## config.mk

```make
export PLATFORM = sky130hd
export DESIGN_NAME = vmode_autocfg
export DESIGN_NICKNAME = d
export VERILOG_FILES = /design/src/rtl/vmode_pkg.sv /design/src/rtl/vmode_ctrl.sv /design/src/rtl/vmode_datapath.sv /design/src/rtl/vmode_autocfg.sv
export SDC_FILE = /design/constraint.sdc
export NUM_CORES = 1
export LEC_CHECK = 0
export BUFFER_PORTS_ARGS = -buffer_cell sky130_fd_sc_hd__buf_4
export CORE_MARGIN = 1.5
export CORE_UTILIZATION = 45
export CTS_CLUSTER_SIZE = 8
export DETAILED_ROUTE_END_ITERATION = 10
export PLACE_DENSITY = 0.77
export SLEW_MARGIN = 20
export SYNTH_ARGS = -nofsm -noshare
export SYNTH_HDL_FRONTEND = slang
export SYNTH_SLANG_ARGS = --single-unit
export TNS_END_PERCENT = 30
```

## constraint.sdc

```tcl
create_clock -name clk -period 4.6 [get_ports clk]
set_input_delay 0.23 -clock clk [delete_from_list [all_inputs] [get_ports clk]]
set_output_delay 0.23 -clock clk [all_outputs]
set_load 0.05 [all_outputs]
```

## src/rtl/vmode_pkg.sv

```systemverilog
package vmode_pkg;
  localparam int AFE_W = 9;
  localparam int PLL_W = 2;
  localparam int FMT_W = 4;
  localparam int FMT_LSB = 0;
  localparam int SQ_BIT = 4;
  localparam int SRC_LSB = 1;
  localparam int DIS_BIT = 0;

  typedef struct packed {
    logic wrMode;
    logic wrSrc;
    logic wrCtrl;
    logic wrAfe;
    logic wrPll;
    logic afeTrig;
    logic pllTrig;
    logic detTake;
  } strobe_t;

  // Front-end bits, MSB first: dual-ADC, droop3, droop2, clamp3, clamp2,
  // gainSel3, gainSel1, halfBw3, halfBw2
  function automatic logic [AFE_W-1:0] afeFor(input logic [1:0] src);
    case (src)
      2'b00:   afeFor = 9'b000001100;
      2'b01:   afeFor = 9'b000000000;
      2'b10:   afeFor = 9'b101001000;
      default: afeFor = 9'b111110011;
    endcase
  endfunction

  function automatic logic [PLL_W-1:0] pllFor(input logic sq, input logic is625);
    if (!sq)        pllFor = 2'd0;
    else if (is625) pllFor = 2'd2;
    else            pllFor = 2'd1;
  endfunction
endpackage

```

## src/rtl/vmode_ctrl.sv

```systemverilog
module vmode_ctrl
  import vmode_pkg::*;
#(
  parameter int ADDR_W = 12,
  parameter int DATA_W = 16,
  parameter logic [ADDR_W-1:0] MODE_ADDR = 12'h400,
  parameter logic [ADDR_W-1:0] SRC_ADDR = 12'h401,
  parameter logic [ADDR_W-1:0] CTRL_ADDR = 12'h402,
  parameter logic [ADDR_W-1:0] AFE_ADDR = 12'h410,
  parameter logic [ADDR_W-1:0] PLL_ADDR = 12'h411,
  parameter int FMT_625_MIN = 4
) (
  input  logic              wrEn,
  input  logic [ADDR_W-1:0] wrAddr,
  input  logic [DATA_W-1:0] wrData,
  input  logic              detStrobe,
  input  logic              det625,
  input  logic [FMT_W-1:0]  fmtReg,
  input  logic              sqReg,
  input  logic              lineReg,
  input  logic              disReg,
  output strobe_t           stb,
  output logic              sqNow,
  output logic              lineNow,
  output logic              lineNext
);
  logic [FMT_W-1:0] fmtNow;
  logic autoMode;

  always_comb begin
    stb.wrMode = wrEn && (wrAddr == MODE_ADDR);
    stb.wrSrc  = wrEn && (wrAddr == SRC_ADDR);
    stb.wrCtrl = wrEn && (wrAddr == CTRL_ADDR);
    stb.wrAfe  = wrEn && (wrAddr == AFE_ADDR);
    stb.wrPll  = wrEn && (wrAddr == PLL_ADDR);

    fmtNow   = stb.wrMode ? wrData[FMT_LSB +: FMT_W] : fmtReg;
    sqNow    = stb.wrMode ? wrData[SQ_BIT] : sqReg;
    autoMode = (fmtNow == '0);

    stb.detTake = detStrobe && autoMode;
    lineNext    = stb.detTake ? det625 : lineReg;
    lineNow     = autoMode ? lineNext : (fmtNow >= FMT_W'(FMT_625_MIN));

    stb.afeTrig = !disReg && stb.wrSrc;
    stb.pllTrig = !disReg && (stb.wrMode || stb.detTake);
  end
endmodule

```

## src/rtl/vmode_datapath.sv

```systemverilog
module vmode_datapath
  import vmode_pkg::*;
#(
  parameter int DATA_W = 16
) (
  input  logic              clk,
  input  logic              rstN,
  input  strobe_t           stb,
  input  logic [DATA_W-1:0] wrData,
  input  logic              sqNow,
  input  logic              lineNow,
  input  logic              lineNext,
  output logic [FMT_W-1:0]  fmtReg,
  output logic              sqReg,
  output logic              lineReg,
  output logic              disReg,
  output logic [AFE_W-1:0]  afeCtrl,
  output logic [PLL_W-1:0]  pllSel
);
  logic [1:0] srcReg;

  always_ff @(posedge clk) begin
    if (!rstN) begin
      fmtReg  <= '0;
      sqReg   <= 1'b0;
      lineReg <= 1'b0;
      disReg  <= 1'b0;
      srcReg  <= 2'b00;
      afeCtrl <= afeFor(2'b00);
      pllSel  <= pllFor(1'b0, 1'b0);
    end else begin
      if (stb.wrMode) begin
        fmtReg <= wrData[FMT_LSB +: FMT_W];
        sqReg  <= wrData[SQ_BIT];
      end
      if (stb.wrSrc)  srcReg <= wrData[SRC_LSB +: 2];
      if (stb.wrCtrl) disReg <= wrData[DIS_BIT];
      lineReg <= lineNext;

      if (stb.afeTrig)    afeCtrl <= afeFor(wrData[SRC_LSB +: 2]);
      else if (stb.wrAfe) afeCtrl <= wrData[AFE_W-1:0];

      if (stb.pllTrig)    pllSel <= pllFor(sqNow, lineNow);
      else if (stb.wrPll) pllSel <= wrData[PLL_W-1:0];
    end
  end


  dis_afe_hold_chk: assert property (@(posedge clk) disable iff (!rstN)
    (disReg && !stb.wrCtrl && !stb.wrAfe) |=> $stable(afeCtrl));

  dis_pll_hold_chk: assert property (@(posedge clk) disable iff (!rstN)
    (disReg && !stb.wrCtrl && !stb.wrPll) |=> $stable(pllSel));

  src_decode_chk: assert property (@(posedge clk) disable iff (!rstN)
    stb.afeTrig |=> (afeCtrl == afeFor(srcReg)));

  nonsq_pll_chk: assert property (@(posedge clk) disable iff (!rstN)
    (stb.pllTrig && !sqNow) |=> (pllSel == 2'd0));

  det_ignored_chk: assert property (@(posedge clk) disable iff (!rstN)
    (!stb.wrMode && !stb.wrPll && fmtReg != '0) |=> $stable(pllSel));

  src_keeps_pll_chk: assert property (@(posedge clk) disable iff (!rstN)
    (stb.wrSrc && !stb.detTake) |=> $stable(pllSel));
endmodule

```

## src/rtl/vmode_autocfg.sv

```systemverilog
module vmode_autocfg
  import vmode_pkg::*;
#(
  parameter int ADDR_W = 12,
  parameter int DATA_W = 16
) (
  input  logic              clk,
  input  logic              rstN,
  input  logic              wrEn,
  input  logic [ADDR_W-1:0] wrAddr,
  input  logic [DATA_W-1:0] wrData,
  input  logic              detStrobe,
  input  logic              det625,
  output logic [AFE_W-1:0]  afeCtrl,
  output logic [PLL_W-1:0]  pllSel
);
  strobe_t stb;
  logic [FMT_W-1:0] fmtReg;
  logic sqReg, lineReg, disReg, sqNow, lineNow, lineNext;

  vmode_ctrl #(.ADDR_W(ADDR_W), .DATA_W(DATA_W)) u_ctrl (
    .wrEn(wrEn), .wrAddr(wrAddr), .wrData(wrData),
    .detStrobe(detStrobe), .det625(det625),
    .fmtReg(fmtReg), .sqReg(sqReg), .lineReg(lineReg), .disReg(disReg),
    .stb(stb), .sqNow(sqNow), .lineNow(lineNow), .lineNext(lineNext)
  );

  vmode_datapath #(.DATA_W(DATA_W)) u_dp (
    .clk(clk), .rstN(rstN), .stb(stb), .wrData(wrData),
    .sqNow(sqNow), .lineNow(lineNow), .lineNext(lineNext),
    .fmtReg(fmtReg), .sqReg(sqReg), .lineReg(lineReg), .disReg(disReg),
    .afeCtrl(afeCtrl), .pllSel(pllSel)
  );
endmodule

```

==> results_dict.tcl, run 1 <==
set metrics [dict create \
    setup_viol 0 \
    drive_above_1_share_pct 30.4 \
    synth-main-ff-cell "dfxtp_1" \
    hp-class "primary input to flop" \
    ys_async_sr_fraction_pct 0 \
    crit_end "u_dp.afeCtrl[6]" \
    synth_area_leaders "dfxtp_1 (36%), mux2i_1 (15%), a21oi_1 (5.5%), nand2_1 (4.9%), nor4_1 (3.1%)" \
    finalHoldViolations 0 \
    synth-edff-count 0 \
    rows 16 \
    r2r_cells 4 \
    syn_avg_cell_area_um2 8.93 \
    grt_util_all_layers_pct 20.5 \
    nNetsFinal 182 \
    grt_pass1_wl_um 4030 \
    power.density_nw_per_um2 222 \
    drtIter0Drc 11 \
    dieArea_um2 2510 \
    synth.largest_area_cell "dfxtp_1" \
    p_sw_share_pct 23.3 \
    tightest_slew_ps 808 \
    cts_max_path_buffers 2 \
    ys_ff_latch 18 \
    grt_setup_unrepaired "false" \
    antenna_found_initial 0 \
    htreeDepth 1 \
    root_buffer "clkbuf_4" \
    end_kind "flop" \
    crit_path_start "wrAddr[8]" \
    crit_arrival_ps 2080 \
    path_clk_slew_ps 100 \
    synth_sequential_area_ratio_pct 36.0 \
    synth_cells 112 \
    p_int_mw 0.224 \
    dr.pass1.iters 4 \
    grt_pass1_vias 913 \
    start_kind "primary input" \
    chipWidth_um 50.1 \
    cts.sinks 18 \
    period_share_pct 41.3 \
    fmax_ghz 0.526 \
    core_area_um2 2020 \
    start_util_pct 49.4 \
    synth_common_cells "dfxtp_1 (18), mux2i_1 (15), nand2_1 (13)" \
    syn-num-nets 145 \
    cts_setup_buffers 0 \
    cts_tree "yes" \
    critPathKind "primary input to flop" \
    cts_buffers 3 \
    max-cap-violations 0 \
    cts_hold_buf 0 \
    worstReg2RegEnd "u_dp.afeCtrl[0]" \
    period_needed_ps 1900 \
    grt_max_degree 12 \
    drv_slew 0 \
    vias 1002 \
    diodes 0 \
    fill_cells 178 \
    routed_via_density 5.73 \
    synthMostInstantiatedCell "dfxtp_1" \
    register_area_um2 360 \
    p_switching_mw 0.0680 \
    leakage_nw 0.574 \
    dp_hpwl_um 1870 \
    die_h_um 50.1 \
    syn_area_um2 1000 \
    yosysWarnings 0 \
    crit_fanout 7 \
    critPathRequiredTime_ps 4780 \
    comb_power_share_pct 13.2 \
    synth_cell_types 32 \
    max-slew-margin-rel_pct 45.4 \
    vdd_drop_max_v 0.000182 \
    r2r_slack_ps 3240 \
    multiInputGateArea_um2 608 \
    gp_congestion 0.873 \
    grt-ovfl-total 0 \
    area_growth_pct 31.7 \
    synth_top_area_share_pct 36.0 \
    wl_per_cell_um 13.8 \
    rr_startpoint "u_dp.disReg" \
    drc 0 \
    power_frac_clock_pct 33.2 \
    setup-tns-final_ps 0 \
    num_io_pins 44 \
    worstHoldPathCells 3 \
    io_buffer_count 36 \
    post_cts_resized 0 \
    wirelength_um 2410 \
    antenna_left 0 \
    outcome "finished, final reports clean" \
    clock_skew_ps 1.97 \
    finalPower_mw 0.293 \
    clk_latency_ps 290 \
    pwr-share-seq_pct 53.5 \
]
-- sequential cells by signal (all words and copies together) (netlist names) --
register	count
u_dp.afeCtrl	9
u_dp.pllSel	2
u_dp.disReg	1
u_dp.lineReg	1
u_dp.sqReg	1
u_dp.fmtReg	4
-- worst min path at each step --
stage                   startpoint  slack, ps               to
global placement    u_dp.fmtReg[2]        440   u_dp.fmtReg[2]
detailed placement  u_dp.fmtReg[2]        450   u_dp.fmtReg[2]
floorplan                wrData[0]        370   u_dp.fmtReg[0]
finish                   wrData[4]        190       u_dp.sqReg
CTS                           rstN        180  u_dp.afeCtrl[3]
global route                  rstN        200  u_dp.afeCtrl[3]
-- stage by stage --
stage	area (µm²)	util [%]	setup WS (ps)	hold WS, ps	std cells
after floorplan	1000	-	2750	370	112
after CTS	1320	65.1	2750	180	175
after detailed placement	1280	63.3	2440	448	171
final	1320	65.1	2700	191	175
after global routing	1320	65.1	2520	204	175
after global placement	1280	63.3	2510	440	171
-- metal layers --
layer | track usage, % | part of all wire [%] | up-vias
met5 | 0 | 0 | -
met4 | 6.48 | 1.2 | 0
met3 | 3.57 | 5.7 | 6
met2 | 32.9 | 47 | 30
met1 | 27.8 | 46 | 461
li1 | - | - | 505
-- power by group through the flow --
stage          registers, mW  clock network (mW)  logic (mW)
6_report               0.157              0.0972      0.0387
5_1_grt                0.157               0.108      0.0422
4_1_cts                0.157               0.102      0.0386
3_5_place_dp           0.160                   0      0.0383
3_3_place_gp           0.160                   0      0.0373
2_1_floorplan          0.160                   0      0.0144
-- kinds of logic (layout without fill, tap and decap cells) --
group,after synthesis,after routing,synth area share (%)
and+or+nand+nor,48,48,29.3
muxes,17,17,17.3
DFF,18,18,36.0
AOI/OAI and AO/OA,23,23,14.3
buffers and inverters,6,42,3.13
-- cell usage in the layout, fill, tap and decap left out, types with 3 or more instances in the layout --
cell and instances:
nand2_1 13, nor2_1 7, dfxtp_1 18, clkbuf_4 3, buf_4 36, mux2i_1 15, nand4_1 4, nor4_1 5
o32ai_1 3, a21oi_1 11
-- worst max-delay path, cell delays in order --
cell,delay [ps]
buf_4,110
nor4bb_1,710
nand4_1,620
mux2i_1,320
a21oi_1,90
-- area by class of cell --
type	count	share of cell area, %
Clock buffer	4	2.76
Inverter	2	0.570
Multi-Input combinational cell	88	46.2
Sequential cell	18	27.4
Tap cell	27	2.57
Timing Repair Buffer	36	20.5
Power figures use the tool's default switching activity.
==> inputs of run 2 (changes only) <==
Clock period 4.6 ns to 1.89 ns, I/O delays scaled along.
==> run 2 against run 1 <==
Critical endpoint is now u_dp.pllSel[1]. Setup slack worse by 2400 ps. Clock power up 100%. Highest routed layer unchanged. Sequential power is 140% higher.
==> results_dict.tcl, run 2 (synthesized netlist as in run 1, its figures left out) <==
set metrics [dict create \
    met3_length_um 176 \
    grt-ovfl-total 0 \
    multiInputGateArea_um2 608 \
    max-slew-margin-rel_pct 67.6 \
    register_area_um2 360 \
    end_kind "flop" \
    drtIter0Drc 37 \
    routed_via_density 5.82 \
    pre_cts_ws_ps 23.6 \
    cts_tree "yes" \
    root_buffer "clkbuf_4" \
    area_growth_pct 34.0 \
    clock_skew_ps 1.50 \
    critPathRequiredTime_ps 2080 \
    crit_path_start "wrAddr[5]" \
    chipWidth_um 50.1 \
    max-cap-violations 0 \
    cts_hold_buf 0 \
    wl_per_cell_um 14.1 \
    cts_setup_buffers 0 \
    r2r_slack_ps 600 \
    dieArea_um2 2510 \
    setup_viol 0 \
    met1_length_um 1100 \
    setup-tns-final_ps 0 \
    fin_ws_ps 319 \
    route.met2.wl_um 1210 \
    cts.sinks 18 \
    period_share_pct 83.1 \
    worstReg2RegEnd "u_dp.afeCtrl[4]" \
    antenna_left 0 \
    drive_above_1_share_pct 32.2 \
    grt_setup_unrepaired "false" \
    fill_cells 167 \
    crit_end "u_dp.pllSel[1]" \
    nNetsFinal 187 \
    diodes 0 \
    final_util_pct 66.3 \
    core_area_um2 2020 \
    num_io_pins 44 \
    wirelength_um 2520 \
    crit_fanout 6 \
    max_stage_delay_ps 660 \
    finalHoldViolations 0 \
    critPathKind "primary input to flop" \
    antenna_found_initial 0 \
    layout_common_cells "buf_4 (41), dfxtp_1 (18), mux2i_1 (15), nand2_1 (13), a21oi_1 (11)" \
    vias 1041 \
    grt_pass1_wl_um 4220 \
    dp_hpwl_um 1950 \
    gp_congestion 0.895 \
    placed_cells 176 \
    leakage_nw 0.592 \
    die_h_um 50.1 \
    largest_reg_flops 9 \
    final_common_cell "buf_4" \
    top_layer_used "met4" \
    vdd_drop_max_v 0.000439 \
    crit_path_cell_trace "buf_4, or4_1, or4_4, a21oi_2, o32ai_1" \
    period_needed_ps 1570 \
    start_kind "primary input" \
    clk_latency_ps 300 \
    hp-class "primary input to flop" \
    slowest_stage "or4_1" \
    drv_slew 0 \
    cts_buffers 3 \
    r2r_cells 4 \
    tightest_slew_ps 481 \
    rr_startpoint "u_dp.disReg" \
    grt_pass1_vias 979 \
    htreeDepth 1 \
    post_cts_resized 0 \
    top_regs "u_dp.afeCtrl: 9 flops, u_dp.fmtReg: 4 flops, u_dp.pllSel: 2 flops" \
    start_util_pct 49.4 \
    drc 0 \
    final-instance-count-excl-fill 179 \
    grt_util_all_layers_pct 21.5 \
    largest_register "u_dp.afeCtrl" \
    rows 16 \
    path_clk_slew_ps 100 \
    fmax_ghz 0.636 \
    power.density_nw_per_um2 503 \
    crit_arrival_ps 1760 \
    grt_max_degree 12 \
    cts_max_path_buffers 2 \
    io_buffer_count 36 \
    outcome "finished, final reports clean" \
    dr.pass1.iters 4 \
]
==> run 2: cell types whose count changed in the layout (fill, tap and decap cells not counted), sizes merged <==
cell    before  now
buf         36   41
clkbuf       4    3
==> run 2: per-layer routing <==
metal | vias to the layer above | track usage [%]
met4 | 0 | 9.26
met2 | 46 | 35.5
li1 | 512 | -
met3 | 2 | 4.17
met5 | - | 0
met1 | 481 | 27.2
==> run 2: cell type report <==
class                      instances  area share (%)
multi-input combinational         88            45.4
sequential                        18            26.9
timing repair buffer              41            23.0
tap                               27            2.52
clock buffer                       3            1.68
inverter                           2           0.560
==> run 2: through the flow <==
stage	hold slack, ps	power [mW]	cell area, µm²
2_1_floorplan	235	0.425	1000
3_3_place_gp	356	0.483	1320
3_5_place_dp	360	0.486	1320
4_1_cts	38.2	0.683	1340
5_1_grt	63.7	0.704	1340
6_report	48.2	0.675	1340
==> run 2: how the worst min path moves through the flow <==
stage / start / endpoint / slack [ps] / cells after the start
finish: rstN / u_dp.afeCtrl[3] / 50 / 2
global route: wrData[3] / u_dp.fmtReg[3] / 60 / 3
CTS: rstN / u_dp.afeCtrl[3] / 40 / 2
detailed placement: rstN / u_dp.afeCtrl[3] / 360 / 2
global placement: wrData[4] / u_dp.sqReg / 360 / 3
floorplan: wrData[0] / u_dp.fmtReg[0] / 230 / 2
==> run 2: report_power, final <==
group | switching, mW | internal (mW) | leakage, nW
Clock | 0.122 | 0.0744 | 0.0138
Combinational | 0.0467 | 0.0505 | 0.433
Sequential | 0.000565 | 0.380 | 0.145
Total | 0.169 | 0.505 | 0.592
==> run 2: critical path, delay by kind of cell <==
| family | cells | cell delay, ps |
|---|---|---|
| buffers and inverters | 1 | 110 |
| AOI/OAI and AO/OA | 2 | 290 |
| and+or+nand+nor | 2 | 1250 |
